--- src/rtl/hz_pkg.sv ---
package hz_pkg;

   localparam int OP_W = 6;
   localparam int FN_W = 6;

   typedef enum logic [3:0] {
      CL_NONE,
      CL_ALU,
      CL_ALUI,
      CL_LOAD,
      CL_STORE,
      CL_BRZ,
      CL_JMP,
      CL_JLINK,
      CL_JREG,
      CL_JLREG
   } iclass_e;

   localparam logic [OP_W-1:0] OP_SPECIAL = 6'h00;
   localparam logic [OP_W-1:0] OP_JMP     = 6'h02;
   localparam logic [OP_W-1:0] OP_JLINK   = 6'h03;
   localparam logic [OP_W-1:0] OP_BRZ_EQ  = 6'h04;
   localparam logic [OP_W-1:0] OP_BRZ_NE  = 6'h05;
   localparam logic [OP_W-1:0] OP_LOAD    = 6'h23;
   localparam logic [OP_W-1:0] OP_STORE   = 6'h2B;
   localparam logic [FN_W-1:0] FN_JREG    = 6'h08;
   localparam logic [FN_W-1:0] FN_JLREG   = 6'h09;

   function automatic iclass_e classify(input logic [OP_W-1:0] op,
                                        input logic [FN_W-1:0] func);
      iclass_e c;
      if (op == OP_SPECIAL) begin
         if (func == FN_JREG)       c = CL_JREG;
         else if (func == FN_JLREG) c = CL_JLREG;
         else                       c = CL_ALU;
      end else if (op[OP_W-1:3] == 3'b001) begin
         c = CL_ALUI;
      end else begin
         case (op)
            OP_JMP:               c = CL_JMP;
            OP_JLINK:             c = CL_JLINK;
            OP_BRZ_EQ, OP_BRZ_NE: c = CL_BRZ;
            OP_LOAD:              c = CL_LOAD;
            OP_STORE:             c = CL_STORE;
            default:              c = CL_NONE;
         endcase
      end
      return c;
   endfunction

endpackage

--- src/rtl/hz_src_decode.sv ---
module hz_src_decode
   import hz_pkg::*;
#(
   parameter int INSN_W = 32,
   parameter int REG_W  = 5
) (
   input  logic [INSN_W-1:0] insn,
   output logic [REG_W-1:0]  rs,
   output logic [REG_W-1:0]  rt,
   output logic              re1,
   output logic              re2
);

   localparam int OP_LSB = INSN_W - OP_W;
   localparam int RS_LSB = OP_LSB - REG_W;
   localparam int RT_LSB = RS_LSB - REG_W;

   iclass_e cls;

   assign rs  = insn[RS_LSB +: REG_W];
   assign rt  = insn[RT_LSB +: REG_W];
   assign cls = classify(insn[OP_LSB +: OP_W], insn[FN_W-1:0]);

   always_comb begin
      re1 = 1'b0;
      re2 = 1'b0;
      case (cls)
         CL_ALU:   begin re1 = 1'b1; re2 = 1'b1; end
         CL_STORE: begin re1 = 1'b1; re2 = 1'b1; end
         CL_ALUI, CL_LOAD, CL_BRZ, CL_JREG, CL_JLREG: re1 = 1'b1;
         default:  ;
      endcase
   end


   always_comb begin
      src_order_chk: assert (!re2 || re1)
         else $error("second source read without first source read");
   end

endmodule

--- src/rtl/hz_dst_decode.sv ---
module hz_dst_decode
   import hz_pkg::*;
#(
   parameter int REG_W         = 5,
   parameter int LINK_REG      = 31,
   parameter bit ZERO_SUPPRESS = 1'b1
) (
   input  logic [OP_W-1:0]  op,
   input  logic [FN_W-1:0]  func,
   input  logic [REG_W-1:0] rt,
   input  logic [REG_W-1:0] rd,
   output logic [REG_W-1:0] ws,
   output logic             we
);

   localparam logic [REG_W-1:0] LINK_IDX = REG_W'(LINK_REG);

   iclass_e cls;
   logic    raw_we;
   logic    zero_dst;

   assign cls = classify(op, func);

   always_comb begin
      ws     = '0;
      raw_we = 1'b0;
      case (cls)
         CL_ALU:             begin ws = rd;       raw_we = 1'b1; end
         CL_ALUI, CL_LOAD:   begin ws = rt;       raw_we = 1'b1; end
         CL_JLINK, CL_JLREG: begin ws = LINK_IDX; raw_we = 1'b1; end
         default:            ;
      endcase
   end

   assign zero_dst = (ws == '0);

   generate
      if (ZERO_SUPPRESS) begin : g_zero_sup
         assign we = raw_we && !zero_dst;


         always_comb begin
            dst_zero_chk: assert (!we || ws != '0)
               else $error("live write to register zero");
         end
      end else begin : g_no_sup
         assign we = raw_we;
      end
   endgenerate

endmodule

--- src/rtl/hz_match.sv ---
module hz_match #(
   parameter int REG_W  = 5,
   parameter int N_DOWN = 3
) (
   input  logic [REG_W-1:0]             rs,
   input  logic [REG_W-1:0]             rt,
   input  logic                         re1,
   input  logic                         re2,
   input  logic [N_DOWN-1:0][REG_W-1:0] ws,
   input  logic [N_DOWN-1:0]            we,
   output logic                         stall
);

   logic [N_DOWN-1:0] hit_rs;
   logic [N_DOWN-1:0] hit_rt;

   genvar g;
   generate
      for (g = 0; g < N_DOWN; g++) begin : g_stage
         assign hit_rs[g] = we[g] && (ws[g] == rs);
         assign hit_rt[g] = we[g] && (ws[g] == rt);
      end
   endgenerate

   assign stall = (re1 && (|hit_rs)) || (re2 && (|hit_rt));

endmodule

--- src/rtl/hz_interlock.sv ---
module hz_interlock
   import hz_pkg::*;
#(
   parameter int INSN_W        = 32,
   parameter int REG_W         = 5,
   parameter int LINK_REG      = 31,
   parameter bit ZERO_SUPPRESS = 1'b1
) (
   input  logic [INSN_W-1:0] dec_insn,
   input  logic [OP_W-1:0]   ex_op,
   input  logic [FN_W-1:0]   ex_func,
   input  logic [REG_W-1:0]  ex_rt,
   input  logic [REG_W-1:0]  ex_rd,
   input  logic [OP_W-1:0]   ma_op,
   input  logic [FN_W-1:0]   ma_func,
   input  logic [REG_W-1:0]  ma_rt,
   input  logic [REG_W-1:0]  ma_rd,
   input  logic [OP_W-1:0]   wb_op,
   input  logic [FN_W-1:0]   wb_func,
   input  logic [REG_W-1:0]  wb_rt,
   input  logic [REG_W-1:0]  wb_rd,
   output logic              stall
);

   localparam int N_DOWN = 3;
   localparam int RD_LSB = INSN_W - OP_W - 3 * REG_W;

   generate
      if (RD_LSB < FN_W) begin : g_bad_width
         $error("instruction word too narrow for its fields");
      end
      if (LINK_REG < 1 || LINK_REG >= (1 << REG_W)) begin : g_bad_link
         $error("link register outside the register file");
      end
   endgenerate

   logic [REG_W-1:0]             d_rs, d_rt;
   logic                         d_re1, d_re2;
   logic [N_DOWN-1:0][OP_W-1:0]  s_op;
   logic [N_DOWN-1:0][FN_W-1:0]  s_func;
   logic [N_DOWN-1:0][REG_W-1:0] s_rt, s_rd, s_ws;
   logic [N_DOWN-1:0]            s_we;

   assign s_op   = {wb_op,   ma_op,   ex_op};
   assign s_func = {wb_func, ma_func, ex_func};
   assign s_rt   = {wb_rt,   ma_rt,   ex_rt};
   assign s_rd   = {wb_rd,   ma_rd,   ex_rd};

   hz_src_decode #(.INSN_W(INSN_W), .REG_W(REG_W)) u_src (
      .insn (dec_insn),
      .rs   (d_rs),
      .rt   (d_rt),
      .re1  (d_re1),
      .re2  (d_re2)
   );

   genvar g;
   generate
      for (g = 0; g < N_DOWN; g++) begin : g_dst
         hz_dst_decode #(
            .REG_W         (REG_W),
            .LINK_REG      (LINK_REG),
            .ZERO_SUPPRESS (ZERO_SUPPRESS)
         ) u_dst (
            .op   (s_op[g]),
            .func (s_func[g]),
            .rt   (s_rt[g]),
            .rd   (s_rd[g]),
            .ws   (s_ws[g]),
            .we   (s_we[g])
         );
      end
   endgenerate

   hz_match #(.REG_W(REG_W), .N_DOWN(N_DOWN)) u_match (
      .rs    (d_rs),
      .rt    (d_rt),
      .re1   (d_re1),
      .re2   (d_re2),
      .ws    (s_ws),
      .we    (s_we),
      .stall (stall)
   );


   always_comb begin
      stall_cause_chk: assert (!stall || (|s_we))
         else $error("stall with no live downstream write");
   end


   always_comb begin
      stall_reader_chk: assert (!stall || d_re1 || d_re2)
         else $error("stall for an instruction that reads nothing");
   end

endmodule

--- config.mk ---
export PLATFORM = sky130hd
export DESIGN_NAME = hz_interlock
export DESIGN_NICKNAME = d
export VERILOG_FILES = /design/src/rtl/hz_pkg.sv /design/src/rtl/hz_src_decode.sv /design/src/rtl/hz_dst_decode.sv /design/src/rtl/hz_match.sv /design/src/rtl/hz_interlock.sv
export SDC_FILE = /design/constraint.sdc
export NUM_CORES = 1
export LEC_CHECK = 0
export ABC_AREA = 1
export BUFFER_PORTS_ARGS = -buffer_cell sky130_fd_sc_hd__buf_2
export CAP_MARGIN = 10
export CORE_ASPECT_RATIO = 0.7
export CORE_UTILIZATION = 45
export DETAILED_ROUTE_END_ITERATION = 10
export PLACE_DENSITY_LB_ADDON = 0.25
export SLEW_MARGIN = 10
export SYNTH_ARGS = -nofsm -noshare
export SYNTH_HDL_FRONTEND = slang
export SYNTH_SLANG_ARGS = --single-unit
--- constraint.sdc ---
create_clock -name vclk -period 2.65
set_input_delay 0.265 -clock vclk [all_inputs]
set_output_delay 0.265 -clock vclk [all_outputs]
set_load 0.03 [all_outputs]
==> metrics.md <==
| Metric | Value |
|---|---|
| Status | `finished, final reports clean` |
| CTS hold repair buffers | `0` |
| Final hold violations | `0` |
| Slowest Stage Delay on Critical Path | `0.22 ns` |
| Post-CTS sizing | `0` |
| DR pass1 iterations | `5` |
| Initial antenna violation count | `0` |
| CP Buf/Inv Count | `3` |
| Reg power frac | `0%` |
| Drt first-iter violations | `~130` |
| Power after layout | `266 µW` |
| Final ANT Viol Nets | `0` |
| Core area | `roughly 0.0035 mm²` |
| Cells after Synth | `about 370` |
| Crit path cell chain | `buf_2 > nor2_2 > nand3_1 > nand2_1 > inv_1 > nand2_2 > nand2_1 > nand2_2 > nor2_1 > nand2_1 > nand2_1 > nand2_1 > nand3_1 > nor2_1 > nand2_1 > nand3_1 > nand2_1 > nand2_1 > buf_2` |
| Row cnt | `18` |
| Drt via density | `4.83` |
| Via Count | `2466` |
| CP endpoint kind | `output port` |
| Crit path max-delay family | `simple AND/OR/NAND/NOR gates` |
| Die width | `74.9 µm` |
| Clock buffers | `0` |
| PD cells | `122 mW/mm²` |
| Total of warnings raised by yosys | `0` |
| Max IR drop VDD | `0.0629 mV` |
| Die Height | `53.0 µm` |
| Cell variety after synth | `20` |
| Fin worst setup slack | `0.298 ns` |
| Crit Path Category | `in2out` |
| Crit path time final | `2.35 ns` |
| Number of global-route vias before repair | `slightly below 2000` |
| Setup Fix Bufs, Post-CTS | `0` |
| Rel. slew slack | `75.1%` |
| Syn nets | `470` |
| # setup viols final | `0` |
| CP max-delay cell | `nor2_2` |
| Setup TNS | `0 ns` |
| GRT Resource Usage Total | `24.3%` |
| Cell Count Post-Placement | `511` |
| FMAX | `about 430 MHz` |
| Commonest non-fill, non-tap cell in the layout | `nand2_1` |
| Max-cap viol count | `0` |
| Dpl hpwl | `approximately 4200 µm` |
| Crit path required time | `around 2.4 ns` |
| RSZ-0062 raised after global routing | `false` |
| Sw Ratio | `around 58%` |
| N_diodes | `0` |
| Area contributors post-synth | `nand2_1 (26%), nor2_1 (16%), nand3_1 (15%)` |
| RD Place Congestion | `slightly below 0.9` |
| Share of layout cells above drive strength 1 | `24.5%` |
| Non-filler instance count after layout | `511` |
| Routed WL per cell | `9.29 µm` |
| Most frequent cells in the layout | `nand2_1 (116), buf_2 (89), nor2_1 (72), inv_1 (68), nand3_1 (51)` |
| Internal power | `~110 µW` |
| Synthesized cell area | `0.00167 mm²` |
| Nets@finish | `561` |
| Hold/Removal Path Class | `in2out` |
| Area delta synth->final | `30.3%` |
| Sequential fraction of the synthesis area | `0%` |
| Net Sw Power | `154 µW` |
| Seq_cells | `0` |
| Part of the power in the clock network | `0%` |
| Reg area | `0 µm²` |
| Die area | `0.00397 mm²` |
| CP Data Arrival Time | `2.09 ns` |
| Max Slew Vio Count | `0` |
| Final wirelength | `4750 µm` |
| # port buffers | `89` |
| Gr ovfl total | `0` |
| Gate power share | `100.0%` |
| Cell taking the most area after synthesis | `nand2_1` |
| Starting Density | `47.3%` |
| Static leakage | `around 1.5 nW` |
| I/O pins | `99` |
| Critical Path Source Type | `input port` |
| Most frequent cell on the critical path | `nand2_1` |
| Place WS | `roughly 0.33 ns` |
| Mapped Avg Cell Area | `4.50 µm²` |
| Worst-Margin Slew | `0.369 ns` |
| Synth top area share | `26.0%` |
| Pin count of the biggest net entering global routing | `8` |
| Remaining DRCs | `0` |
| Fin crit share | `between 80% and 90%` |
| First-pass GRT wire length | `7720 µm` |
| Critical path fanouts, max | `6` |
-- power groups by stage --
stage,clock network [mW],registers (mW),logic [mW]
after floorplan,0,0,0.154
after global placement,0,0,0.258
after detailed placement,0,0,0.263
after CTS,0,0,0.264
after global routing,0,0,0.305
final,0,0,0.266
-- final cells by class --
cell class	instances	area, µm²
Multi-Input combinational cell	304	1420
Timing Repair Buffer	89	445
Fill cell	390	1350
Tap cell	50	62.6
Inverter	68	255
-- metal layers --
| metal | vias up | share of wire [%] | GRT usage (%) |
|---|---|---|---|
| li1 | 1349 | - | - |
| met4 | 0 | 0 | 0 |
| met5 | - | 0 | 0 |
| met3 | 0 | 5.8 | 0.190 |
| met1 | 1039 | 52 | 35.2 |
| met2 | 78 | 42 | 42.5 |
-- synthesized netlist by cell type, drive strengths merged --
cell type and number:
inv 68, a22oi 2, o21ai 4, a41oi 1
nor2 81, and2 1, nand3 56, a21oi 4
nand4 14, nor4 1, nand2 126, xor2 5
nand3b 5, nor3 4
-- worst paths after layout --
kind | from | end | cells after the start | slack [ns]
setup / recovery | ex_op[3] | stall | 19 | 0.30
hold / removal | dec_insn[27] | stall | 7 | 1.07
-- per-stage QoR --
step | hold slack (ns) | utilization, % | area, µm²
detailed placement | 1.08 | 61.7 | 2180
finish | 1.07 | 61.7 | 2180
CTS | 1.08 | 61.7 | 2180
floorplan | 0.912 | - | 1670
global placement | 1.08 | 61.7 | 2180
global route | 1.14 | 61.7 | 2180
-- cells by family (layout without fill, tap and decap cells) --
family | after synthesis | after routing | synth area share (%)
xor+xnor | 5 | 5 | 2.62
buf+inv | 68 | 157 | 15.2
simple gates | 288 | 288 | 78.3
compound gates | 11 | 11 | 3.81
Power figures use the tool's default switching activity.
